**src/rtl/irq_pkg.sv**
```systemverilog
package irq_pkg;
   localparam int NBITS = 12;
   localparam int NEV   = 8;

   localparam int B_RXU = 0;
   localparam int B_RXO = 1;
   localparam int B_RXT = 2;
   localparam int B_TXO = 3;
   localparam int B_TXT = 4;
   localparam int B_TXA = 6;
   localparam int B_ACT = 8;
   localparam int B_STP = 9;
   localparam int B_STA = 10;
   localparam int B_GC  = 11;

   localparam int E_TXA = 3;

   localparam logic [NBITS-1:0] STICKY = 12'hF4B;

   localparam int A_MSTAT   = 0;
   localparam int A_MASK    = 1;
   localparam int A_RAW     = 2;
   localparam int A_RXTHR   = 3;
   localparam int A_TXTHR   = 4;
   localparam int A_GCLR    = 5;
   localparam int A_CAUSE   = 6;
   localparam int A_CLRBASE = 16;

   function automatic int ev_pos(input int k);
      case (k)
         0:       return B_RXU;
         1:       return B_RXO;
         2:       return B_TXO;
         3:       return B_TXA;
         4:       return B_ACT;
         5:       return B_STP;
         6:       return B_STA;
         default: return B_GC;
      endcase
   endfunction
endpackage

```
**src/rtl/irq_sticky_bit.sv**
```systemverilog
module irq_sticky_bit (
   input  logic clk,
   input  logic rst_n,
   input  logic set_i,
   input  logic clr_i,
   output logic q_o
);
   always_ff @(posedge clk) begin
      if (!rst_n)     q_o <= 1'b0;
      else if (set_i) q_o <= 1'b1;
      else if (clr_i) q_o <= 1'b0;
   end

   // an event always leaves the bit set, even against a clear
   a_r4_set_wins: assert property (@(posedge clk) disable iff (!rst_n)
      set_i |=> q_o);
   // with no event and no clear the bit keeps its value
   a_r4_hold_idle: assert property (@(posedge clk) disable iff (!rst_n)
      (!set_i && !clr_i) |=> $stable(q_o));
   // a clear without an event drops the bit
   a_r4_clear_drops: assert property (@(posedge clk) disable iff (!rst_n)
      (clr_i && !set_i) |=> !q_o);
endmodule

```
**src/rtl/irq_thresh_flag.sv**
```systemverilog
module irq_thresh_flag #(
   parameter int DEPTH = 16,
   parameter int THR_W = 8,
   parameter int LVL_W = 5,
   parameter bit IS_RX = 1'b1
) (
   input  logic [THR_W-1:0] thr_i,
   input  logic [LVL_W-1:0] level_i,
   output logic             flag_o
);
   localparam int CW = ((THR_W > LVL_W) ? THR_W : LVL_W) + 1;

   if (DEPTH >= (1 << LVL_W)) begin : g_bad_lvl
      $error("irq_thresh_flag: LVL_W too small for DEPTH");
   end

   logic [CW-1:0] thr_x, lvl_x, eff_x;
   assign thr_x = CW'(thr_i);
   assign lvl_x = CW'(level_i);
   assign eff_x = (thr_x >= CW'(DEPTH)) ? CW'(DEPTH) : thr_x;

   if (IS_RX) begin : g_rx
      assign flag_o = (lvl_x != '0) && (lvl_x >= eff_x);
      always_comb begin
         if (level_i == '0)
            a_r8_rx_empty_quiet: assert (!flag_o);
      end
   end else begin : g_tx
      assign flag_o = (lvl_x <= eff_x);
      always_comb begin
         if (level_i == '0)
            a_r8_tx_empty_flags: assert (flag_o);
      end
   end
endmodule

```
**src/rtl/irq_rd_port.sv**
```systemverilog
module irq_rd_port
   import irq_pkg::*;
#(
   parameter int ADDR_W  = 6,
   parameter int DATA_W  = 32,
   parameter int THR_W   = 8,
   parameter int CAUSE_W = 17
) (
   input  logic               clk,
   input  logic               rst_n,
   input  logic               rd_en_i,
   input  logic [ADDR_W-1:0]  addr_i,
   input  logic [NBITS-1:0]   raw_i,
   input  logic [NBITS-1:0]   mask_i,
   input  logic [THR_W-1:0]   rxthr_i,
   input  logic [THR_W-1:0]   txthr_i,
   input  logic [CAUSE_W-1:0] cause_i,
   output logic [DATA_W-1:0]  rdata_o
);
   logic [DATA_W-1:0] val;

   always_comb begin
      val = '0;
      if (addr_i == ADDR_W'(A_MSTAT)) val = DATA_W'(raw_i & mask_i);
      if (addr_i == ADDR_W'(A_MASK))  val = DATA_W'(mask_i);
      if (addr_i == ADDR_W'(A_RAW))   val = DATA_W'(raw_i);
      if (addr_i == ADDR_W'(A_RXTHR)) val = DATA_W'(rxthr_i);
      if (addr_i == ADDR_W'(A_TXTHR)) val = DATA_W'(txthr_i);
      if (addr_i == ADDR_W'(A_CAUSE)) val = DATA_W'(cause_i);
      if (addr_i == ADDR_W'(A_GCLR))  val = DATA_W'(|(raw_i & STICKY));
      for (int b = 0; b < NBITS; b++) begin
         if (STICKY[b] && (addr_i == ADDR_W'(A_CLRBASE + b)))
            val = DATA_W'(raw_i[b]);
      end
   end

   always_ff @(posedge clk) begin
      if (!rst_n)       rdata_o <= '0;
      else if (rd_en_i) rdata_o <= val;
   end

   // read data holds between reads
   a_r10_rdata_holds: assert property (@(posedge clk) disable iff (!rst_n)
      !rd_en_i |=> $stable(rdata_o));
endmodule

```
**src/rtl/irq_status_unit.sv**
```systemverilog
module irq_status_unit
   import irq_pkg::*;
#(
   parameter int               DEPTH    = 16,
   parameter int               THR_W    = 8,
   parameter int               ADDR_W   = 6,
   parameter int               DATA_W   = 32,
   parameter int               CAUSE_W  = 17,
   parameter logic [NBITS-1:0] MASK_RST = 12'h8FF,
   parameter int               LVL_W    = $clog2(DEPTH + 1),
   parameter int               WR_W     = (THR_W > NBITS) ? THR_W : NBITS
) (
   input  logic               clk,
   input  logic               rst_n,
   input  logic [NEV-1:0]     evt_i,
   input  logic [CAUSE_W-1:0] abort_src_i,
   input  logic               bus_busy_i,
   input  logic [LVL_W-1:0]   tx_level_i,
   input  logic [LVL_W-1:0]   rx_level_i,
   input  logic               wr_en_i,
   input  logic               rd_en_i,
   input  logic [ADDR_W-1:0]  addr_i,
   input  logic [WR_W-1:0]    wdata_i,
   output logic [DATA_W-1:0]  rdata_o,
   output logic               irq_o,
   output logic               tx_flush_o
);
   if ((A_CLRBASE + NBITS) > (1 << ADDR_W)) begin : g_bad_addr
      $error("irq_status_unit: ADDR_W too small for clear window");
   end
   if (DATA_W < NBITS || DATA_W < CAUSE_W || DATA_W < THR_W) begin : g_bad_data
      $error("irq_status_unit: DATA_W too small");
   end
   if (THR_W < LVL_W) begin : g_bad_thr
      $error("irq_status_unit: THR_W cannot span the FIFO depth");
   end

   logic [NBITS-1:0]   mask_q;
   logic [THR_W-1:0]   rxthr_q, txthr_q;
   logic [CAUSE_W-1:0] cause_q;
   logic [NBITS-1:0]   raw_w;
   logic               gclr_rd, aclr_rd;

   assign gclr_rd = rd_en_i && (addr_i == ADDR_W'(A_GCLR));
   assign aclr_rd = rd_en_i && (addr_i == ADDR_W'(A_CLRBASE + B_TXA));

   always_ff @(posedge clk) begin
      if (!rst_n) begin
         mask_q  <= MASK_RST;
         rxthr_q <= '0;
         txthr_q <= '0;
      end else if (wr_en_i) begin
         if (addr_i == ADDR_W'(A_MASK))  mask_q  <= wdata_i[NBITS-1:0];
         if (addr_i == ADDR_W'(A_RXTHR)) rxthr_q <= wdata_i[THR_W-1:0];
         if (addr_i == ADDR_W'(A_TXTHR)) txthr_q <= wdata_i[THR_W-1:0];
      end
   end

   always_ff @(posedge clk) begin
      if (!rst_n) cause_q <= '0;
      else        cause_q <= ((gclr_rd || aclr_rd) ? '0 : cause_q)
                             | (evt_i[E_TXA] ? abort_src_i : '0);
   end

   for (genvar k = 0; k < NEV; k++) begin : g_evt
      localparam int POS = ev_pos(k);
      logic clr_k;
      assign clr_k = rd_en_i
                     && ((addr_i == ADDR_W'(A_CLRBASE + POS)) || (addr_i == ADDR_W'(A_GCLR)))
                     && ((POS != B_ACT) || !bus_busy_i);
      irq_sticky_bit u_bit (
         .clk   (clk),
         .rst_n (rst_n),
         .set_i (evt_i[k]),
         .clr_i (clr_k),
         .q_o   (raw_w[POS])
      );
   end

   irq_thresh_flag #(.DEPTH(DEPTH), .THR_W(THR_W), .LVL_W(LVL_W), .IS_RX(1'b1)) u_rx_thr (
      .thr_i   (rxthr_q),
      .level_i (rx_level_i),
      .flag_o  (raw_w[B_RXT])
   );

   irq_thresh_flag #(.DEPTH(DEPTH), .THR_W(THR_W), .LVL_W(LVL_W), .IS_RX(1'b0)) u_tx_thr (
      .thr_i   (txthr_q),
      .level_i (tx_level_i),
      .flag_o  (raw_w[B_TXT])
   );

   assign raw_w[5] = 1'b0;
   assign raw_w[7] = 1'b0;

   assign irq_o      = |(raw_w & mask_q);
   assign tx_flush_o = raw_w[B_TXA];

   irq_rd_port #(.ADDR_W(ADDR_W), .DATA_W(DATA_W), .THR_W(THR_W), .CAUSE_W(CAUSE_W)) u_rd (
      .clk     (clk),
      .rst_n   (rst_n),
      .rd_en_i (rd_en_i),
      .addr_i  (addr_i),
      .raw_i   (raw_w),
      .mask_i  (mask_q),
      .rxthr_i (rxthr_q),
      .txthr_i (txthr_q),
      .cause_i (cause_q),
      .rdata_o (rdata_o)
   );

   // the flush stays on until an abort or global clear read
   a_r6_flush_holds: assert property (@(posedge clk) disable iff (!rst_n)
      (tx_flush_o && !aclr_rd && !gclr_rd) |=> tx_flush_o);
   // the abort clear read releases the flush and the cause
   a_r6_flush_releases: assert property (@(posedge clk) disable iff (!rst_n)
      (aclr_rd && !evt_i[E_TXA]) |=> (!tx_flush_o && cause_q == '0));
   // the global clear read empties the cause register
   a_r5_cause_cleared: assert property (@(posedge clk) disable iff (!rst_n)
      (gclr_rd && !evt_i[E_TXA]) |=> (cause_q == '0));
   // a busy bus protects the activity bit
   a_r7_busy_keeps_activity: assert property (@(posedge clk) disable iff (!rst_n)
      (raw_w[B_ACT] && bus_busy_i) |=> raw_w[B_ACT]);
   // an all-zero mask silences the interrupt
   a_r3_zero_mask_quiet: assert property (@(posedge clk) disable iff (!rst_n)
      (mask_q == '0) |-> !irq_o);
endmodule

```
**config.mk**
```make
export PLATFORM = sky130hd
export DESIGN_NAME = irq_status_unit
export DESIGN_NICKNAME = d
export VERILOG_FILES = /design/src/rtl/irq_pkg.sv /design/src/rtl/irq_sticky_bit.sv /design/src/rtl/irq_thresh_flag.sv /design/src/rtl/irq_rd_port.sv /design/src/rtl/irq_status_unit.sv
export SDC_FILE = /design/constraint.sdc
export NUM_CORES = 1
export LEC_CHECK = 0
export BUFFER_PORTS_ARGS = -buffer_cell sky130_fd_sc_hd__buf_2
export CAP_MARGIN = 5
export CORE_MARGIN = 2
export CORE_UTILIZATION = 55
export DETAILED_ROUTE_END_ITERATION = 8
export GPL_TIMING_DRIVEN = 0
export MAX_ROUTING_LAYER = met4
export PLACE_DENSITY = 0.92
export SETUP_SLACK_MARGIN = 0.4
export SLEW_MARGIN = 10
export SYNTH_ARGS = -nofsm -noshare
export SYNTH_HDL_FRONTEND = slang
export SYNTH_SLANG_ARGS = --single-unit
```
**constraint.sdc**
```tcl
create_clock -name clk -period 5.7 [get_ports clk]
set_input_delay 0.855 -clock clk [delete_from_list [all_inputs] [get_ports clk]]
set_output_delay 0.855 -clock clk [all_outputs]
set_load 0.05 [all_outputs]
```
# Word-level counts from Yosys, hierarchy flattened
# Cells that the tools add are included.
op_classes:
  mux: 35
  order_cmp: 4
  reduce_logical: 37
  multipliers: 0
  eq_ne: 14
  div_mod_pow: 0
  add_sub_neg: 0
  bitwise: 3
  shift: 0
ops:
  columns: ["operator", "count"]
  rows:
  - ["$mux W32", 15]
  - ["$eq A6 B5 Y1 const B", 8]
  - ["$mux W17", 2]
  - ["$and A12 B12 Y12", 2]
  - ["$eq A6 B3 Y1 const B", 3]
  - ["$or A17 B17 Y17", 1]
  - ["$ge A8 B5 Y1 const B", 2]
  - ["$mux W1", 16]
  - ["$mux W8", 2]
  - ["$reduce_bool A2 Y1", 8]
  - ["$eq A6 B2 Y1 const B", 2]
  - ["$logic_and A1 B1 Y1", 12]
  - ["$reduce_or A12 Y1", 1]
  - ["$ge A5 B9 Y1", 1]
  - ["$le A5 B9 Y1", 1]
  - ["$logic_or A1 B1 Y1", 9]
  - ["$reduce_bool A9 Y1", 1]
  - ["$reduce_or A8 Y1", 1]
  - ["$eq A6 B1 Y1 const B", 1]
  - ["$logic_not A6 Y1", 1]
  - ["$reduce_and A2 Y1", 3]
  - ["$logic_not A1 Y1", 1]
totals:
  inputBits: 58
  latchBits: 0
  mem_bits_rw: 0
  mem_bits_ro: 0
  mem_count: 0
  out_inout_bits: 34
  regBits: 85

# Depth between registers and ports, before layout
# Gate-level depths: netlist of the first run.
depth:
  depth_word: 20
  ltp_mapped: 8

# Cells and area by module
# Synthesis of the first run repeated with hierarchy kept, for this count alone.
unflattened:
  hier_cells: 477
  hier_area_um2: 4058.9
modules_own_cells:
  columns: ["mod", "cells_each", "seq_area_each_um2", "area_each_um2", "n_inst"]
  rows:
  - ["irq_status_unit", 237, 900.9, 2038.2, 1]
  - ["irq_rd_port", 181, 340.3, 1382.6, 1]
  - ["irq_sticky_bit", 3, 20.0, 41.3, 8]
  - ["irq_thresh_flag at u_rx_thr", 18, 0.0, 158.9, 1]
  - ["irq_thresh_flag at u_tx_thr", 17, 0.0, 148.9, 1]

# Least setup slack after synthesis of the first run
# No wires, ideal clock.
synth_timing:
  path_type: "flip-flop to output port"
  startpoint: "reg rxthr_q[7]"
  endpoint: "out irq_o"
  path_stages_with_launch: 9
  path_buffers: 0
  required_time_ps: 4845
  arrival_ps: 2141
  slack_ps: 2704
  path_cell_list: "dfxtp_1 -> nor4_1 -> nand2_1 -> ha_1 -> a21oi_1 -> o21ai_0 -> a31oi_1 -> nor2_1 -> a211o_1"
synth_via:
  elab_chain_cells: 6
synth_lines:
  columns: ["element", "line_no", "source"]
  rows:
  - ["start: declaration", "irq_status_unit.sv:39", "logic [THR_W-1:0] rxthr_q, txthr_q;"]
  - ["start signal: assignment", "irq_status_unit.sv:54", "if (addr_i == ADDR_W'(A_RXTHR)) rxthr_q <= wdata_i[THR_W-1:0];"]
  - ["$ge A8 B5 Y1", "irq_thresh_flag.sv:20", "assign eff_x = (thr_x >= CW'(DEPTH)) ? CW'(DEPTH) : thr_x;"]
  - ["$mux W8 *", "irq_thresh_flag.sv:20", null]
  - ["$ge A5 B9 Y1 *", "irq_thresh_flag.sv:23", "assign flag_o = (lvl_x != '0) && (lvl_x >= eff_x);"]
  - ["$logic_and A1 B1 Y1 *", "irq_thresh_flag.sv:23", null]
  - ["$and A12 B12 Y12 *", "irq_status_unit.sv:95", "assign irq_o = |(raw_w & mask_q);"]
  - ["$reduce_or A12 Y1 *", "irq_status_unit.sv:95", null]
  - ["end: declaration", "irq_status_unit.sv:25", "output logic irq_o,"]
# Mark *: on every way between the ends. The rest lies on a longest branch, timed or not.

# Worst setup path after layout of the first run
# Same ends and word-level chain as after synthesis.

==> metrics.txt, run 1 <==
Hold Buf Count CTS=0; sequential share of power=47.3%; setup TNS=0 ns; top cell type's share of synthesized area=between 30 and 40%; fin crit period=3.885 ns; core area=between 6000 and 7000 um2; Die Span Y=87.07 um; Area Growth Syn to Fin=18.66%; number of I/O pins=between 90 and 100; Net Sw Frac=between 20% and 30%; number of synthesized register bits=70; std cell rows=30; routed wire length per instance=17.77 um; Setup-failing EPs final=0; Crit. End Element=primary output; RSZ-0062 raised after global routing=no; GRT Residual Overflow=0; post-synthesis cell count=~430; number of synthesized flops with an enable pin=0; Distinct cells, synth=between 60 and 70; Cell Int Power=782.6 uW; Setup CP Type=flip-flop to primary output; switching pwr=roughly 310 uW; gr usage total=between 30% and 40%; DPL Wire Length=roughly 8.1 mm; Max Clk Rate=257.4 MHz; cell taking the most area after synthesis=dfxtp_1; hold crit path type=flip-flop to flip-flop; Worst-Skew Late Latency=0.36 ns; status=completed; post-synthesis cell area=about 3800 um2; # resized after CTS=0; Initial Util=56.48%; GPL Wtd Cong=between 0.9 and 1; Final Skew=0.006663 ns; largest net degree at the start of global routing=13; vias per cell=6.075; DR vias=3,736; Critical Path Start Type=flip-flop; Final ANT Viol Nets=0; Worst-Margin Slew=0.8692 ns; first-pass GRT wire length=17.57 mm; Main synth FF type=dfxtp_1; Slew HR=about two fifths; initial antenna violation count=0; PwrDens=242.6 nW/um2; DRC violations left=0; peak supply drop=193.9 uV; sequential-to-total area share from yosys stat=36.93%; DRT Pass-1 Iters=5; WL final=10.93 mm; post-CTS setup buffer count=0; H-tree levels=3; Root Buffer=clkbuf_8; reg2reg path depth=8; hold-critical path depth=1; Leak=slightly above 0.002 uW; max-slew violation count=0; fin crit share=68.16%; die area=7580 um2; vias in the first global route=3,526; Final nets=598; Num CTS Buffers=9; Syn. warnings=0; Clock transition at path regs=0.07 ns; Iter 0 DRT Violations=411; WP data arrival=3.03 ns; Max Cap Violations=0; clock share of power=37.4%; Crit Path Max Fanout=5; synth top area cells=dfxtp_1 (37%), nor2b_1 (8.6%), mux2i_1 (6.1%); maximum clock insertion buffer count=2; port bufs=71; WP data required=roughly 4.9 ns; Final Hold Fails=0; layout cell share with drive strength beyond 1=a little under a quarter; # clock sinks=70; average cell area after synthesis=8.744 um2; die width=87.07 um; ant diodes=0; Synth async-reset ratio=0%; Final Util=67.02%; CTS tree=yes; Logic pwr share=between 15 and 20%
[path summary, 6_finish.rpt]
check / start / to / slack [ns]
hold / removal: u_rd.rdata_o[6] / u_rd.rdata_o[6] / 0.48
hold reg to reg: u_rd.rdata_o[6] / u_rd.rdata_o[6] / 0.48
setup / recovery: rxthr_q[7] / irq_o / 1.82
setup reg to reg: txthr_q[7] / u_rd.rdata_o[4] / 2.96
[cell usage in the layout (no fill, tap or decap), drive strengths merged, types with 5 or more instances in the layout]
master / count
buf: 97
dfxtp: 70
nor2b: 52
nand2: 44
clkbuf: 28
mux2i: 23
nand3: 22
a22oi: 21
conb: 15
o21ai: 14
nor2: 14
a21oi: 13
o22ai: 11
ha: 10
nand2b: 8
a22o: 8
a21boi: 8
inv: 5
o31ai: 5
nor3: 5
[cell usage after synthesis, types with 2 or more instances]
| cell type | number |
|---|---|
| a21o_1 | 3 |
| mux2_2 | 3 |
| nand2_1 | 44 |
| clkbuf_1 | 16 |
| a21oi_1 | 13 |
| nor2_4 | 2 |
| nand3b_1 | 2 |
| and2_1 | 2 |
| inv_1 | 5 |
| ha_1 | 10 |
| or3_1 | 3 |
| and3b_1 | 2 |
| nor3b_1 | 3 |
| a211o_1 | 3 |
| nand3_1 | 22 |
| nor2b_1 | 52 |
| nor2_1 | 11 |
| a22oi_1 | 21 |
| buf_4 | 17 |
| o21bai_1 | 2 |
| a211oi_1 | 2 |
| a22o_1 | 8 |
| or4_1 | 3 |
| a21boi_0 | 6 |
| nand2b_1 | 8 |
| mux2i_1 | 23 |
| a32o_1 | 4 |
| dfxtp_1 | 70 |
| nand4bb_1 | 2 |
| o32ai_1 | 2 |
| buf_1 | 2 |
| a21boi_1 | 2 |
| nor4_1 | 3 |
| o21ai_0 | 12 |
| o31ai_1 | 5 |
| o211ai_1 | 2 |
| nor3_1 | 5 |
| o22ai_1 | 11 |
| buf_2 | 6 |
[flip-flops by register name (all words and copies together) (netlist names)]
name	count
cause_q	17
u_rd.rdata_o	17
mask_q	12
g_evt.u_bit.q_o	8
rxthr_q	8
txthr_q	8
[metal layers]
metal,wire [um],global-route usage [%],part of all wire [%],up-vias
li1,-,-,-,1740
met1,4416,37.91,40,1761
met2,5366,51.84,49,206
met3,884,6.540,8.1,29
met4,261,9.517,2.4,0
met5,0,-,0,-
[per-stage QoR]
step / hold slack, ns / power [uW] / setup slack [ns] / std cells / area, um2
2_1_floorplan: 0.4368 / 639.1 / 2.704 / 448 / 3847
3_3_place_gp: 0.4482 / 686.9 / 2.292 / 599 / 4303
3_5_place_dp: 0.4656 / 690.9 / 2.232 / 599 / 4303
4_1_cts: 0.4801 / 1091 / 1.847 / 615 / 4503
5_1_grt: 0.4892 / 1134 / 1.628 / 615 / 4503
6_report: 0.4822 / 1092 / 1.815 / 615 / 4503
[power by group through the flow]
stage | Sequential [uW] | Combinational [uW] | Clock, uW
5_1_grt | 518 | 181 | 435
4_1_cts | 516 | 164 | 410
3_5_place_dp | 527 | 164 | 0
2_1_floorplan | 527 | 112 | 0
6_report | 517 | 167 | 408
3_3_place_gp | 527 | 160 | 0
[critical path, cell delays in order, from the launching register on]
cell     delay [ns]
dfxtp_1        0.33
nor4_1         0.77
nand2_1        0.14
ha_1           0.33
a21oi_1        0.16
o21ai_0        0.10
a31oi_1        0.25
nor2_1         0.08
a211o_1        0.30
buf_2          0.21
[cell type report]
class	instances	area, um2
plain buffers	43	241.5
clock buffers	11	141.4
clock inverters	5	58.81
fillers	561	2216
inverters	5	18.77
multi-input cells	330	2186
flip-flops and latches	70	1401
well taps	80	100.1
repair buffers	71	355.3
[cells by family (layout without fill, tap and decap cells)]
group           after synthesis  in the layout  share of synthesized area [%]
other cells                   1             15                        0.09882
mux                          26             26                          6.957
compound gates              105            105                          19.62
fa+ha+maj                    10             10                          3.297
buf+inv                      48            135                          6.858
simple gates                174            174                          26.24
flops                        70             70                          36.93
(Power assumes the default switching activity.)
==> inputs of run 2 (changes only) <==
- CORE_UTILIZATION: 55 -> 54
- PLACE_DENSITY: 0.92 -> 0.9
- clock period: 5.7 -> 3.6 ns (I/O delays scaled with it)
==> run 2 against run 1 <==
Against the previous run: count of clock-buffer cells in the layout down 2; sequential power up 58%; first-iteration DRC count down 16%; clock power up 110%; worst setup slack worse by 1.3 ns; register-to-register slack worse by 1.7 ns; utilization up 1.3 points; critical path type unchanged; highest routed layer unchanged; critical endpoint unchanged; final area up 3.1%; via count down 0.35%; global-route usage down 0.27 points; sequential share of layout area down 0.88 points.
==> metrics.txt, run 2 (synthesis gave the netlist of run 1 again) <==
status=completed (unchanged); post-route cell area=4642 um2 (was 4503 um2); Final Skew=0.01022 ns (was 0.006663 ns); DPL Wire Length=8.211 mm (was 8.132 mm); layer with the highest usage=met2 (unchanged); commonest non-fill, non-tap cells in the layout=buf_2 (76), dfxtp_1 (68), nor2b_1 (51) (was buf_2 (77), dfxtp_1 (70), nor2b_1 (52)); M3 GR Usage=6.503% (was 6.540%); CTS tree=yes (unchanged); Setup-failing EPs final=0 (unchanged); die width=87.83 um (was 87.07 um); Net Sw Frac=25.95% (was 28.35%); hold-critical path depth=3 (was 1); Max Cap Violations=0 (unchanged); Non-Filler Instances=631 (was 615); commonest non-fill, non-tap cell in the layout=buf_2 (unchanged); Clock transition at path regs=0.08 ns (was 0.07 ns); Hold EP=mask_q[11] (was u_rd.rdata_o[6]); Initial Util=55.86% (was 56.48%); FF-to-FF Start=txthr_q[6] (was txthr_q[7]); reg2reg path depth=8 (unchanged); Inst Count DP=615 (was 599); placed cell area=4323 um2 (was 4303 um2); CP max stage delay=0.42 ns (was 0.77 ns); Die Span Y=87.83 um (was 87.07 um); WP data arrival=2.52 ns (was 3.03 ns); Largest regs=cause_q (17), u_rd.rdata_o (17), mask_q (12) (unchanged); std cell rows=30 (unchanged); DRT Pass-1 Iters=5 (unchanged); r2r setup slk=1.26 ns (was 2.96 ns); Iter 0 DRT Violations=346 (was 411); Root Buffer=clkbuf_8 (unchanged); GRT Residual Overflow=0 (unchanged); met2 usage=48.48% (was 51.84%); Final Hold Fails=0 (unchanged); Crit Path Max Fanout=5 (unchanged); DRC violations left=0 (unchanged); Logic pwr share=14.0% (was 15.3%); gr usage total=30.89% (was 31.16%); first-pass GRT wire length=17.39 mm (was 17.57 mm); PwrDens=416.0 nW/um2 (was 242.6 nW/um2); Leak=0.002077 uW (was 0.002018 uW); hold crit path type=input port to flip-flop (was flip-flop to flip-flop); Final nets=599 (was 598); number of I/O pins=92 (unchanged); port bufs=71 (unchanged); Worst-Skew Late Latency=0.36 ns (about the same); met1 GRT Util=37.63% (was 37.91%); Critical Path Start Type=flip-flop (unchanged); RSZ-0062 raised after global routing=no (unchanged); Worst-Margin Slew=0.6332 ns (was 0.8692 ns); # clock sinks=70 (unchanged); Num CTS Buffers=9 (unchanged); Reg2Reg Capture Point=u_rd.rdata_o[4] (unchanged); ant diodes=0 (unchanged); WP data required=3.06 ns (was 4.85 ns); setup TNS=0 ns (unchanged); fillers=544 (was 561); DR vias=3,723 (was 3,736); core area=6794 um2 (was 6719 um2); clock share of power=43.6% (was 37.4%); H-tree levels=3 (unchanged); initial antenna violation count=0 (unchanged); fin crit share=84.97%; Final ANT Viol Nets=0 (unchanged); maximum clock insertion buffer count=2 (unchanged); vias in the first global route=3,525 (was 3,526); switching pwr=501.0 uW (was 309.8 uW); GPL Wtd Cong=0.9383 (was 0.9768); Crit. End Element=primary output (unchanged); Hold Buf Count CTS=0 (unchanged); largest net degree at the start of global routing=13 (unchanged); Setup CP Type=flip-flop to primary output (unchanged); max-slew violation count=0 (unchanged); die area=7714 um2 (was 7580 um2); Max Clk Rate=326.9 MHz; min-delay src=wdata_i[11] (was u_rd.rdata_o[6]); Area Growth Syn to Fin=22.32% (was 18.66%); peak supply drop=407.1 uV (was 193.9 uV); Worst path slowest cell=nor4_4 (was nor4_1); Cell Int Power=1430 uW (was 782.6 uW); WL final=11.29 mm (was 10.93 mm); worst path cell trace=nor4_4, nand2_1, ha_4, a21oi_1, o21ai_1, a31oi_1, nor2_1, a211o_1, buf_6 (was nor4_1, nand2_1, ha_1, a21oi_1, o21ai_0, a31oi_1, nor2_1, a211o_1, buf_2); layout cell share with drive strength beyond 1=24.49% (was 23.18%); sequential share of power=42.4% (was 47.3%); routed wire length per instance=17.89 um (was 17.77 um); vias per cell=5.900 (was 6.075); fin crit period=3.059 ns; Slew HR=57.79% (was 41.52%)
run 2: cell types whose count changed in the layout (fill, tap and decap cells not counted), moves of 2 or more:
| cell | before | now |
|---|---|---|
| bufinv_16 | 1 | 4 |
| nor4_1 | 3 | 1 |
| dfxtp_1 | 70 | 68 |
| nor4_4 | 0 | 2 |
| dfxtp_2 | 0 | 2 |
| clkinvlp_4 | 2 | 0 |
run 2: how the worst max path moves through the flow:
stage	from	to	slack [ns]
after floorplan	rxthr_q[7]	irq_o	0.92
after global placement	rxthr_q[7]	irq_o	0.52
after detailed placement	rxthr_q[7]	irq_o	0.50
after CTS	txthr_q[7]	irq_o	0.42
after global routing	rxthr_q[6]	irq_o	0.41
final	rxthr_q[6]	irq_o	0.54
run 2: power groups by stage:
stage,registers [uW],logic (uW),clock network (uW)
2_1_floorplan,835,177,0
3_3_place_gp,835,254,0
3_5_place_dp,835,261,0
4_1_cts,818,264,838
5_1_grt,820,291,865
6_report,819,270,842
run 2: area by class of cell:
cell class	count	area [um2]	share of cell area, %
buffer	43	241.5	5.202
clock buffer	9	123.9	2.668
clock inverter	6	133.9	2.884
inverter	5	18.77	0.4043
multi-input combinational	330	2231	48.06
sequential	70	1404	30.24
tap	96	120.1	2.588
timing repair buffer	72	369.1	7.951
run 2: stage by stage:
step / hold slack (ns) / worst slack, ns / utilization (%) / total power, uW
final: 0.4072 / 0.5409 / 68.32 / 1931
after global routing: 0.4027 / 0.4097 / 68.32 / 1977
after CTS: 0.4021 / 0.4206 / 67.86 / 1920
after detailed placement: 0.4590 / 0.4971 / 63.63 / 1096
after global placement: 0.4502 / 0.5187 / 63.63 / 1089
after floorplan: 0.4368 / 0.9194 / - / 1012
run 2: critical path, delay by kind of cell (launching register included):
family                   cells  cell delay (ns)
buffers and inverters        1             0.16
adder cells (fa/ha/maj)      1             0.24
AO/OA/AOI/OAI                4             0.75
flip-flops                   1             0.35
AND/OR/NAND/NOR              3             0.66
run 2: layer usage:
| metal | routed length [um] | share of wire (%) |
|---|---|---|
| met5 | 0 | 0 |
| met4 | 386 | 3.4 |
| met3 | 816 | 7.2 |
| met2 | 5345 | 47 |
| met1 | 4741 | 42 |
run 2: timing repair:
action	in CTS	in global routing
endpoints found under the setup margin	1	1
cloned	0	0
pin swaps	0	6
resized for setup	4	8
buffers inserted	0	1
endpoints found under the hold margin	0	0
